--- src/rtl/irq_stat_pkg.sv ---
// Package: shared constants and types of the interrupt status controller.
// Assumes: exactly four event sources, in fixed bit order.
package irq_stat_pkg;
    localparam int NUM_SRC   = 4;
    localparam int IDX_AMP   = 0;
    localparam int IDX_LOCK  = 1;
    localparam int IDX_ADC   = 2;
    localparam int IDX_CHOV  = 3;
    localparam int LIVE_FIXED = 2;   // lock and ADC bits ahead of channels

    typedef enum logic [2:0] {
        RSEL_NONE  = 3'd0,
        RSEL_EVT   = 3'd1,
        RSEL_MASK  = 3'd2,
        RSEL_FAULT = 3'd3,
        RSEL_LIVE  = 3'd4
    } rsel_e;
endpackage

--- src/rtl/irq_sync.sv ---
// Module: multi-bit level synchroniser.
// What: passes each bit through STAGES flops into the clock domain.
// Assumes: bits are independent slow levels; no bus coherence is needed.
module irq_sync #(
    parameter int W      = 4,
    parameter int STAGES = 2
) (
    input  logic         clk,
    input  logic         rst_n,
    input  logic [W-1:0] din,
    output logic [W-1:0] lvl_o
);
    logic [W-1:0] stg_q [STAGES];

    // first stage captures the raw input
    always_ff @(posedge clk) begin
        if (!rst_n) stg_q[0] <= '0;
        else        stg_q[0] <= din;
    end

    for (genvar g = 1; g < STAGES; g++) begin : g_stage
        // each further stage shifts the previous one
        always_ff @(posedge clk) begin
            if (!rst_n) stg_q[g] <= '0;
            else        stg_q[g] <= stg_q[g-1];
        end
    end

    assign lvl_o = stg_q[STAGES-1];
endmodule

--- src/rtl/irq_rise_det.sv ---
// Module: rising-edge detector.
// What: flags a one-cycle pulse when a synchronised level goes 0 to 1.
// Assumes: input is already in the clock domain.
module irq_rise_det #(
    parameter int W = 4
) (
    input  logic         clk,
    input  logic         rst_n,
    input  logic [W-1:0] lvl_i,
    output logic [W-1:0] rise_o
);
    logic [W-1:0] dly_q;

    // one-cycle delayed copy for comparison
    always_ff @(posedge clk) begin
        if (!rst_n) dly_q <= '0;
        else        dly_q <= lvl_i;
    end

    assign rise_o = lvl_i & ~dly_q;

    // a pulse never lasts two cycles
    p_rise_single_r2: assert property (@(posedge clk) disable iff (!rst_n)
        (rise_o != '0) |=> ((rise_o & $past(rise_o)) == '0));
endmodule

--- src/rtl/irq_amp_sticky.sv ---
// Module: amplifier fault register and summary event generator.
// What: one sticky bit per fault input, cleared by its read; raises a
//       summary set pulse when the register goes from empty to non-empty.
// Assumes: rise_i pulses come from the edge detector.
module irq_amp_sticky #(
    parameter int NF = 4
) (
    input  logic          clk,
    input  logic          rst_n,
    input  logic [NF-1:0] rise_i,
    input  logic          rd_i,
    output logic [NF-1:0] fault_q_o,
    output logic          sum_set_o
);
    logic [NF-1:0] fault_q;
    logic          held;

    // sticky fault bits: clear on read, new edges win over the clear
    always_ff @(posedge clk) begin
        if (!rst_n) fault_q <= '0;
        else        fault_q <= (rd_i ? '0 : fault_q) | rise_i;
    end

    // register still occupied after this edge without any new fault
    assign held      = (fault_q != '0) && !rd_i;
    assign sum_set_o = (rise_i != '0) && !held;
    assign fault_q_o = fault_q;

    // a summary pulse always leaves at least one fault bit behind
    p_sum_has_fault_r5: assert property (@(posedge clk) disable iff (!rst_n)
        sum_set_o |=> (fault_q != '0));
    // a read with no new edge empties the register
    p_fault_clear_r6: assert property (@(posedge clk) disable iff (!rst_n)
        (rd_i && rise_i == '0) |=> (fault_q == '0));
    // bits only disappear through a read
    p_fault_sticky_r6: assert property (@(posedge clk) disable iff (!rst_n)
        !rd_i |=> ((fault_q & $past(fault_q)) == $past(fault_q)));
endmodule

--- src/rtl/irq_evt_bank.sv ---
// Module: event latches, mask register and interrupt output.
// What: sticky event bits with clear-on-read (set wins), an enable-high
//       mask, and a registered active-low interrupt.
// Assumes: set_i are single-cycle pulses.
module irq_evt_bank #(
    parameter int N = 4
) (
    input  logic         clk,
    input  logic         rst_n,
    input  logic [N-1:0] set_i,
    input  logic         clr_i,
    input  logic         mask_wr_i,
    input  logic [N-1:0] mask_din_i,
    output logic [N-1:0] evt_q_o,
    output logic [N-1:0] mask_q_o,
    output logic         irq_n_o
);
    logic [N-1:0] evt_q;
    logic [N-1:0] mask_q;
    logic         irq_n_q;

    // event bits: read clears, a coincident set is kept
    always_ff @(posedge clk) begin
        if (!rst_n) evt_q <= '0;
        else        evt_q <= (clr_i ? '0 : evt_q) | set_i;
    end

    // mask register, written by software
    always_ff @(posedge clk) begin
        if (!rst_n)         mask_q <= '0;
        else if (mask_wr_i) mask_q <= mask_din_i;
    end

    // glitch-free registered interrupt, low when any enabled event is set
    always_ff @(posedge clk) begin
        if (!rst_n) irq_n_q <= 1'b1;
        else        irq_n_q <= ((evt_q & mask_q) == '0);
    end

    assign evt_q_o  = evt_q;
    assign mask_q_o = mask_q;
    assign irq_n_o  = irq_n_q;

    // without a read, set bits stay set
    p_evt_sticky_r2: assert property (@(posedge clk) disable iff (!rst_n)
        !clr_i |=> ((evt_q & $past(evt_q)) == $past(evt_q)));
    // set coinciding with clear survives
    p_set_beats_clr_r4: assert property (@(posedge clk) disable iff (!rst_n)
        (clr_i && set_i != '0) |=> ((evt_q & $past(set_i)) == $past(set_i)));
    // enabled event pulls the interrupt low next cycle
    p_irq_active_r7: assert property (@(posedge clk) disable iff (!rst_n)
        ((evt_q & mask_q) != '0) |=> !irq_n_o);
    // masked or absent events leave the interrupt high
    p_irq_masked_r7: assert property (@(posedge clk) disable iff (!rst_n)
        ((evt_q & mask_q) == '0) |=> irq_n_o);
    // masking does not block latching
    p_masked_latch_r8: assert property (@(posedge clk) disable iff (!rst_n)
        (set_i != '0) |=> ((evt_q & $past(set_i)) == $past(set_i)));
endmodule

--- src/rtl/irq_read_port.sv ---
// Module: registered read multiplexer.
// What: returns the strobed register, zero-extended, one cycle later.
// Assumes: one strobe at a time; if several, event > mask > fault > live.
module irq_read_port
    import irq_stat_pkg::*;
#(
    parameter int DW = 8,
    parameter int EW = 4,
    parameter int FW = 4,
    parameter int LW = 5
) (
    input  logic          clk,
    input  logic          rst_n,
    input  logic          evt_rd_i,
    input  logic          mask_rd_i,
    input  logic          fault_rd_i,
    input  logic          live_rd_i,
    input  logic [EW-1:0] evt_i,
    input  logic [EW-1:0] mask_i,
    input  logic [FW-1:0] fault_i,
    input  logic [LW-1:0] live_i,
    output logic [DW-1:0] rdata_o
);
    rsel_e         sel;
    logic [DW-1:0] nxt;
    logic [DW-1:0] rdata_q;

    // pick which register the strobes address
    always_comb begin
        if      (evt_rd_i)   sel = RSEL_EVT;
        else if (mask_rd_i)  sel = RSEL_MASK;
        else if (fault_rd_i) sel = RSEL_FAULT;
        else if (live_rd_i)  sel = RSEL_LIVE;
        else                 sel = RSEL_NONE;
    end

    // zero-extend the chosen register
    always_comb begin
        unique case (sel)
            RSEL_EVT:   nxt = DW'(evt_i);
            RSEL_MASK:  nxt = DW'(mask_i);
            RSEL_FAULT: nxt = DW'(fault_i);
            RSEL_LIVE:  nxt = DW'(live_i);
            default:    nxt = '0;
        endcase
    end

    // hold read data for one cycle
    always_ff @(posedge clk) begin
        if (!rst_n) rdata_q <= '0;
        else        rdata_q <= nxt;
    end

    assign rdata_o = rdata_q;

    // idle cycles return zero
    p_idle_rdata_r3: assert property (@(posedge clk) disable iff (!rst_n)
        !(evt_rd_i || mask_rd_i || fault_rd_i || live_rd_i) |=> (rdata_o == '0));
endmodule

--- src/rtl/irq_status_ctrl.sv ---
// Module: latched interrupt status controller (top).
// What: synchronises four condition sources, latches their rising edges
//       as sticky events, masks them into one active-low interrupt, and
//       exposes event, mask, fault and live registers through strobes.
// Assumes: raw inputs are asynchronous levels; DW fits every register.
module irq_status_ctrl
    import irq_stat_pkg::*;
#(
    parameter int NUM_AMP_FAULTS = 4,
    parameter int NUM_CH         = 3,
    parameter int DW             = 8,
    parameter int SYNC_STAGES    = 2
) (
    input  logic                      clk,
    input  logic                      rst_n,
    input  logic [NUM_AMP_FAULTS-1:0] amp_fault_i,
    input  logic                      src_lock_i,
    input  logic                      adc_ovfl_i,
    input  logic [NUM_CH-1:0]         ch_ovfl_i,
    input  logic                      evt_rd_i,
    input  logic                      mask_rd_i,
    input  logic                      fault_rd_i,
    input  logic                      live_rd_i,
    input  logic                      mask_wr_i,
    input  logic [NUM_SRC-1:0]        mask_wdata_i,
    output logic [DW-1:0]             rdata_o,
    output logic                      irq_n_o
);
    localparam int LW = LIVE_FIXED + NUM_CH;

    logic [NUM_AMP_FAULTS-1:0] amp_lvl, amp_rise, fault_q;
    logic [LW-1:0]             live_lvl, live_rise;
    logic [NUM_SRC-1:0]        evt_set, evt_q, mask_q;
    logic                      sum_set;

    irq_sync #(.W(NUM_AMP_FAULTS), .STAGES(SYNC_STAGES)) u_amp_sync (
        .clk(clk), .rst_n(rst_n), .din(amp_fault_i), .lvl_o(amp_lvl));

    irq_rise_det #(.W(NUM_AMP_FAULTS)) u_amp_rise (
        .clk(clk), .rst_n(rst_n), .lvl_i(amp_lvl), .rise_o(amp_rise));

    irq_sync #(.W(LW), .STAGES(SYNC_STAGES)) u_live_sync (
        .clk(clk), .rst_n(rst_n),
        .din({ch_ovfl_i, adc_ovfl_i, src_lock_i}), .lvl_o(live_lvl));

    irq_rise_det #(.W(LW)) u_live_rise (
        .clk(clk), .rst_n(rst_n), .lvl_i(live_lvl), .rise_o(live_rise));

    irq_amp_sticky #(.NF(NUM_AMP_FAULTS)) u_amp (
        .clk(clk), .rst_n(rst_n), .rise_i(amp_rise), .rd_i(fault_rd_i),
        .fault_q_o(fault_q), .sum_set_o(sum_set));

    // map edges onto the event bit positions
    always_comb begin
        evt_set           = '0;
        evt_set[IDX_AMP]  = sum_set;
        evt_set[IDX_LOCK] = live_rise[0];
        evt_set[IDX_ADC]  = live_rise[1];
        evt_set[IDX_CHOV] = |live_rise[LW-1:LIVE_FIXED];
    end

    irq_evt_bank #(.N(NUM_SRC)) u_evt (
        .clk(clk), .rst_n(rst_n), .set_i(evt_set), .clr_i(evt_rd_i),
        .mask_wr_i(mask_wr_i), .mask_din_i(mask_wdata_i),
        .evt_q_o(evt_q), .mask_q_o(mask_q), .irq_n_o(irq_n_o));

    irq_read_port #(.DW(DW), .EW(NUM_SRC), .FW(NUM_AMP_FAULTS), .LW(LW)) u_rd (
        .clk(clk), .rst_n(rst_n),
        .evt_rd_i(evt_rd_i), .mask_rd_i(mask_rd_i),
        .fault_rd_i(fault_rd_i), .live_rd_i(live_rd_i),
        .evt_i(evt_q), .mask_i(mask_q), .fault_i(fault_q), .live_i(live_lvl),
        .rdata_o(rdata_o));

    // channel event follows a channel edge
    p_chov_edge_r9: assert property (@(posedge clk) disable iff (!rst_n)
        (live_rise[LW-1:LIVE_FIXED] != '0) |=> evt_q[IDX_CHOV]);
endmodule

--- config.mk ---
export PLATFORM = sky130hd
export DESIGN_NAME = irq_status_ctrl
export DESIGN_NICKNAME = d
export VERILOG_FILES = /design/src/rtl/irq_stat_pkg.sv /design/src/rtl/irq_sync.sv /design/src/rtl/irq_rise_det.sv /design/src/rtl/irq_amp_sticky.sv /design/src/rtl/irq_evt_bank.sv /design/src/rtl/irq_read_port.sv /design/src/rtl/irq_status_ctrl.sv
export SDC_FILE = /design/constraint.sdc
export NUM_CORES = 1
export LEC_CHECK = 0
export BUFFER_PORTS_ARGS = -buffer_cell sky130_fd_sc_hd__buf_4
export CAP_MARGIN = 20
export CORE_AREA = 4 4 58 60
export DETAILED_ROUTE_END_ITERATION = 10
export DIE_AREA = 0 0 62 64
export HOLD_SLACK_MARGIN = 0.03
export PLACE_DENSITY = 0.83
export RECOVER_POWER = 100
export SYNTH_ARGS = -nofsm -noshare
export SYNTH_HDL_FRONTEND = slang
export SYNTH_SLANG_ARGS = --single-unit
--- constraint.sdc ---
create_clock -name clk -period 2.3 [get_ports clk]
set_input_delay 0.115 -clock clk [delete_from_list [all_inputs] [get_ports clk]]
set_output_delay 0.115 -clock clk [all_outputs]
set_load 0.01 [all_outputs]
# After elaboration in Yosys (flattened, before gate mapping)

Memory sizes are Yosys's and may differ from the RTL's.
Cells that the tools add are included.

Flip-flop bits (word level): 30
RAM bits: 18
Bits of input ports: 20
Output and inout bits: 9
Word-level logic and storage cells: 45
Memories kept: 2

Equal/unequal tests: 4
Muxes and demuxes: 13
Bitwise operators: 11
Reduce and logical (&&, ||, !) cells: 8

Memory list:

| memory            | words | bits a word | rd ports | clocked after Yosys merged registers in | write ports | RTL line       | source |
|---|---|---|---|---|---|---|---|
| u_live_sync.stg_q | 2     | 5           | 2        | 0                                       | 2           | irq_sync.sv:13 | `logic [W-1:0] stg_q [STAGES];` |
| u_amp_sync.stg_q  | 2     | 4           | 2        | 0                                       | 2           | irq_sync.sv:13 |  |

Operator list:

| kind               | count |
|---|---|
| $pmux 5 s4         | 1 |
| $mux 4             | 4 |
| $mux 3             | 4 |
| $mux 5             | 2 |
| $and 4x4->4        | 2 |
| $or 4x4->4         | 2 |
| $reduce_bool 4->1  | 2 |
| $eq 3x2->1 const B | 2 |
| $and 5x5->5        | 1 |
| $not 5->5          | 1 |
| $logic_not 4->1    | 1 |
| $not 4->4          | 1 |
| $or 1x1->1         | 4 |
| $eq 3x1->1 const B | 1 |
| $eq 3x3->1 const B | 1 |
| $reduce_or 3->1    | 1 |
| $logic_and 1x1->1  | 2 |
| $logic_not 1->1    | 2 |
| $mux 1             | 2 |

# Longest topological paths before layout

Word-level depth: 6
Mapped depth: 4

# Hierarchy

From an unflattened synthesis, not the netlist that was laid out.

Cell total of the unflattened synthesis: 135
Area total of the unflattened synthesis: 1551.5 um^2

Modules (own cells, without submodules):

| module                     | times used | cells an instance | area each (um^2) | sequential area each (um^2) |
|---|---|---|---|---|
| irq_evt_bank               | 1          | 29                | 334.1            | 180.2 |
| irq_read_port              | 1          | 27                | 289.0            | 100.1 |
| irq_sync (u_live_sync)     | 1          | 20                | 262.8            | 200.2 |
| irq_sync (u_amp_sync)      | 1          | 16                | 210.2            | 160.2 |
| irq_rise_det (u_live_rise) | 1          | 15                | 162.7            | 100.1 |
| irq_amp_sticky             | 1          | 15                | 156.4            | 80.1 |
| irq_rise_det (u_amp_rise)  | 1          | 12                | 130.1            | 80.1 |
| irq_status_ctrl            | 1          | 1                 | 6.3              | 0.0 |

# Worst setup path after synthesis

Ideal clock, no wire load.

Path kind: in2reg
Start: input port mask_rd_i
End: register u_rd.rdata_q[3], in the netlist u_rd.rdata_o[3]
Setup time: 0.117 ns
Data arrival time: 0.885 ns
Required time: 2.183 ns
Setup slack: 1.298 ns
Stages: 3
Path buffers: 1
Cells stage by stage: buf_6 > o41a_1 > a32o_1

Longest elaborated chain between the ends: 4

RTL lines:

| what                                     | RTL line              | source |
|---|---|---|
| start, declared                          | irq_status_ctrl.sv:21 | `input logic mask_rd_i,` |
| $mux 3 (*)                               | irq_read_port.sv:31   | `else if (mask_rd_i) sel = RSEL_MASK;` |
| $mux 3 (*)                               | irq_read_port.sv:30   | `if (evt_rd_i) sel = RSEL_EVT;` |
| $eq 3x3->1, or another cell as far along | irq_read_port.sv:39   | `unique case (sel)` |
| $pmux 5 s4 (*)                           | irq_read_port.sv:39   |  |
| end signal, assigned                     | irq_read_port.sv:51   | `else rdata_q <= nxt;` |
| end, declared                            | irq_read_port.sv:26   | `logic [DW-1:0] rdata_q;` |

Mark *: on every way between the ends. The rest lies on a longest branch, timed or not.
A chain may end at the register's enable or synchronous reset.

# Final worst setup path

Start: input port live_rd_i
End: register u_rd.rdata_q[3], in the netlist u_rd.rdata_o[3]

Longest elaborated chain between the ends: 6

RTL lines:

| what                                     | RTL line              | source |
|---|---|---|
| start, declared                          | irq_status_ctrl.sv:23 | `input logic live_rd_i,` |
| $mux 3 (*)                               | irq_read_port.sv:33   | `else if (live_rd_i) sel = RSEL_LIVE;` |
| $mux 3 (*)                               | irq_read_port.sv:32   | `else if (fault_rd_i) sel = RSEL_FAULT;` |
| $mux 3 (*)                               | irq_read_port.sv:31   |  |
| $mux 3 (*)                               | irq_read_port.sv:30   |  |
| $eq 3x3->1, or another cell as far along | irq_read_port.sv:39   |  |
| $pmux 5 s4 (*)                           | irq_read_port.sv:39   |  |

Marks and branches as above.

==> impl_metrics.json <==
{
  "syn_area_per_cell_um2": 10.3,
  "firstDrtPassIters": 4,
  "r2r_slack_ps": 1330,
  "setup_slack_ps": 1120,
  "clock-sinks": 45,
  "fin_util": 0.662,
  "pin_count": 29,
  "hold_class": "input port to flip-flop",
  "cts_buffers": 5,
  "h-tree-depth": 2,
  "nFillCells": 240,
  "drt_drc_violations_left": 0,
  "p_leak_uw": 0.000793,
  "tns_ps": 0,
  "grt_pass1_wl_um": 4670,
  "clockRootBuffer": "clkbuf_4",
  "fmax_mhz": 851,
  "syn_area_um2": 1570,
  "grt_pass1_vias": 1095,
  "synth_warnings": 0,
  "rsz0062_at_grt": "no",
  "cts_buffer_depth": 2,
  "drv_cap": 0,
  "clock_latency_ps": 340,
  "area_growth_pct": 23.9,
  "drt_iter0_drc": 53,
  "async_flop_share": 0,
  "maxSlewViolCount": 0,
  "die-area_um2": 3970,
  "antenna_found_initial": 0,
  "place_ws_ps": 1150,
  "ys_ff_latch": 45,
  "nets": 208,
  "fp-row-count": 20,
  "overflow": 0,
  "synth_edf_count": 0,
  "routed_wl_um": 2850,
  "num_vias": 1134,
  "antenna_cells": 0,
  "cts_tree": "built",
  "status": "finished, final reports clean",
  "synthDistinctLibCells": 26,
  "gp_congestion": 0.870,
  "clk_pin_slew_worst_paths_ps": 120,
  "ys_seq_area_frac": 0.576,
  "vdd_drop_max_mv": 0.689,
  "cp_max_fo": 4,
  "layout_min_cycle_time_ps": 1180,
  "cp-start-kind": "input port",
  "die_width_um": 62,
  "port_buffers": 25,
  "viasPerCell": 5.11,
  "core_region_area_um2": 2930,
  "ctsHoldBuffers": 13,
  "start_util": 0.535,
  "ys.flop_type": "dfxtp_1",
  "grt_max_degree": 43,
  "worst_clock_skew_ps": 7.93,
  "endpoint_kind": "flip-flop",
  "wl_per_cell_um": 12.8,
  "grt_usage": 0.160,
  "hold_viol": 0,
  "postCtsSetupBuffers": 0,
  "setup_violations": 0,
  "post_cts_resized": 0,
  "die_h_um": 64,
  "crit_arrival_ps": 1420,
  "ant_nets": 0,
  "syn_inst": 152,
  "min_period_over_period": 0.511,
  "drive_above_1_share": 0.143,
  "path_class": "input port to flip-flop",
  "power_density_nw_per_um2": 787,
  "cp_data_required_time_ps": 2550
}
[critical path: stages]
cell	delay (ps)
dlygate4sd3_1	540
clkbuf_1	130
o41a_1	370
a32o_1	280
[final cells by class]
type / count / area (um^2) / area share
flip-flops and latches: 45 / 901 / 0.465
multi-input cells: 88 / 566 / 0.292
repair buffers: 38 / 292 / 0.150
clock inverters: 3 / 65.1 / 0.0335
well taps: 33 / 41.3 / 0.0213
clock buffers: 5 / 37.5 / 0.0194
inverters: 10 / 37.5 / 0.0194
[synth_stat cells (all sizes together), types with 3 or more instances]
master,number,share of area
dfxtp,45,0.58
and2,30,0.12
inv,10,0.024
nand2,7,0.017
nand2b,7,0.028
buf,6,0.032
clkbuf,5,0.012
nor2b,5,0.020
o21ai,5,0.016
o22ai,5,0.020
a21oi,4,0.013
a32o,4,0.026
mux2i,4,0.026
a21boi,3,0.014
[layer usage]
metal,GRT usage,vias to the layer above,routed length (um)
met4,0.0504,0,51
met1,0.189,512,1210
met2,0.258,49,1340
met5,0,-,0
met3,0.0667,6,249
li1,-,567,-
[logic make-up (layout without fill, tap and decap cells)]
group           after synthesis  in the layout  synth area share
compound gates               28             28             0.128
buf+inv                      21             56            0.0679
flops                        45             45             0.576
mux                           4              4            0.0256
other cells                   1              3           0.00240
simple gates                 53             53             0.201
[through the flow]
| stage | hold slack, ps | instances | cell area (um^2) | power (uW) |
|---|---|---|---|---|
| after floorplan | 237 | 154 | 1570 | 919 |
| after global placement | 323 | 201 | 1730 | 955 |
| after detailed placement | 326 | 201 | 1730 | 961 |
| after CTS | 34.7 | 222 | 1970 | 1560 |
| after global routing | 59.9 | 222 | 1940 | 1600 |
| final | 50.4 | 222 | 1940 | 1530 |
[flip-flops by register name, indices dropped and copies added (netlist names)]
register	flops
u_evt.irq_n_o	1
u_live_sync.stg_q	10
u_rd.rdata_o	5
u_amp_sync.stg_q	8
u_amp_rise.dly_q	4
u_amp.fault_q_o	4
u_live_rise.dly_q	5
u_evt.evt_q_o	4
u_evt.mask_q_o	4
[power breakdown]
group / leakage [uW] / switching, uW / internal [uW]
combinational: 0.000367 / 54.8 / 70.3
sequential: 0.000370 / 16.7 / 815
clock: 0.0000552 / 234 / 337
total: 0.000793 / 305 / 1220
[final timing paths]
check	endpoint	cells after the start	startpoint
min reg2reg	u_amp_sync.stg_q[1][2]	1	u_amp_sync.stg_q[0][2]
min	u_evt.mask_q_o[1]	3	mask_wdata_i[1]
max	u_rd.rdata_o[3]	4	live_rd_i
max reg2reg	u_evt.evt_q_o[0]	3	u_evt.evt_q_o[0]
[cell usage in the layout, fill, tap and decap left out, types with 4 or more instances in the layout]
cell and count:
dfxtp_1 45, and2_1 19, clkbuf_4 16, dlygate4sd3_1 13, and2_0 11, inv_1 10, nand2b_1 7, nand2_1 7
buf_4 7, clkbuf_1 7, nor2b_1 5, o22ai_1 5, o21ai_0 5, mux2i_1 4, a21oi_1 4, a32o_1 4
Power figures use the tool's default switching activity.
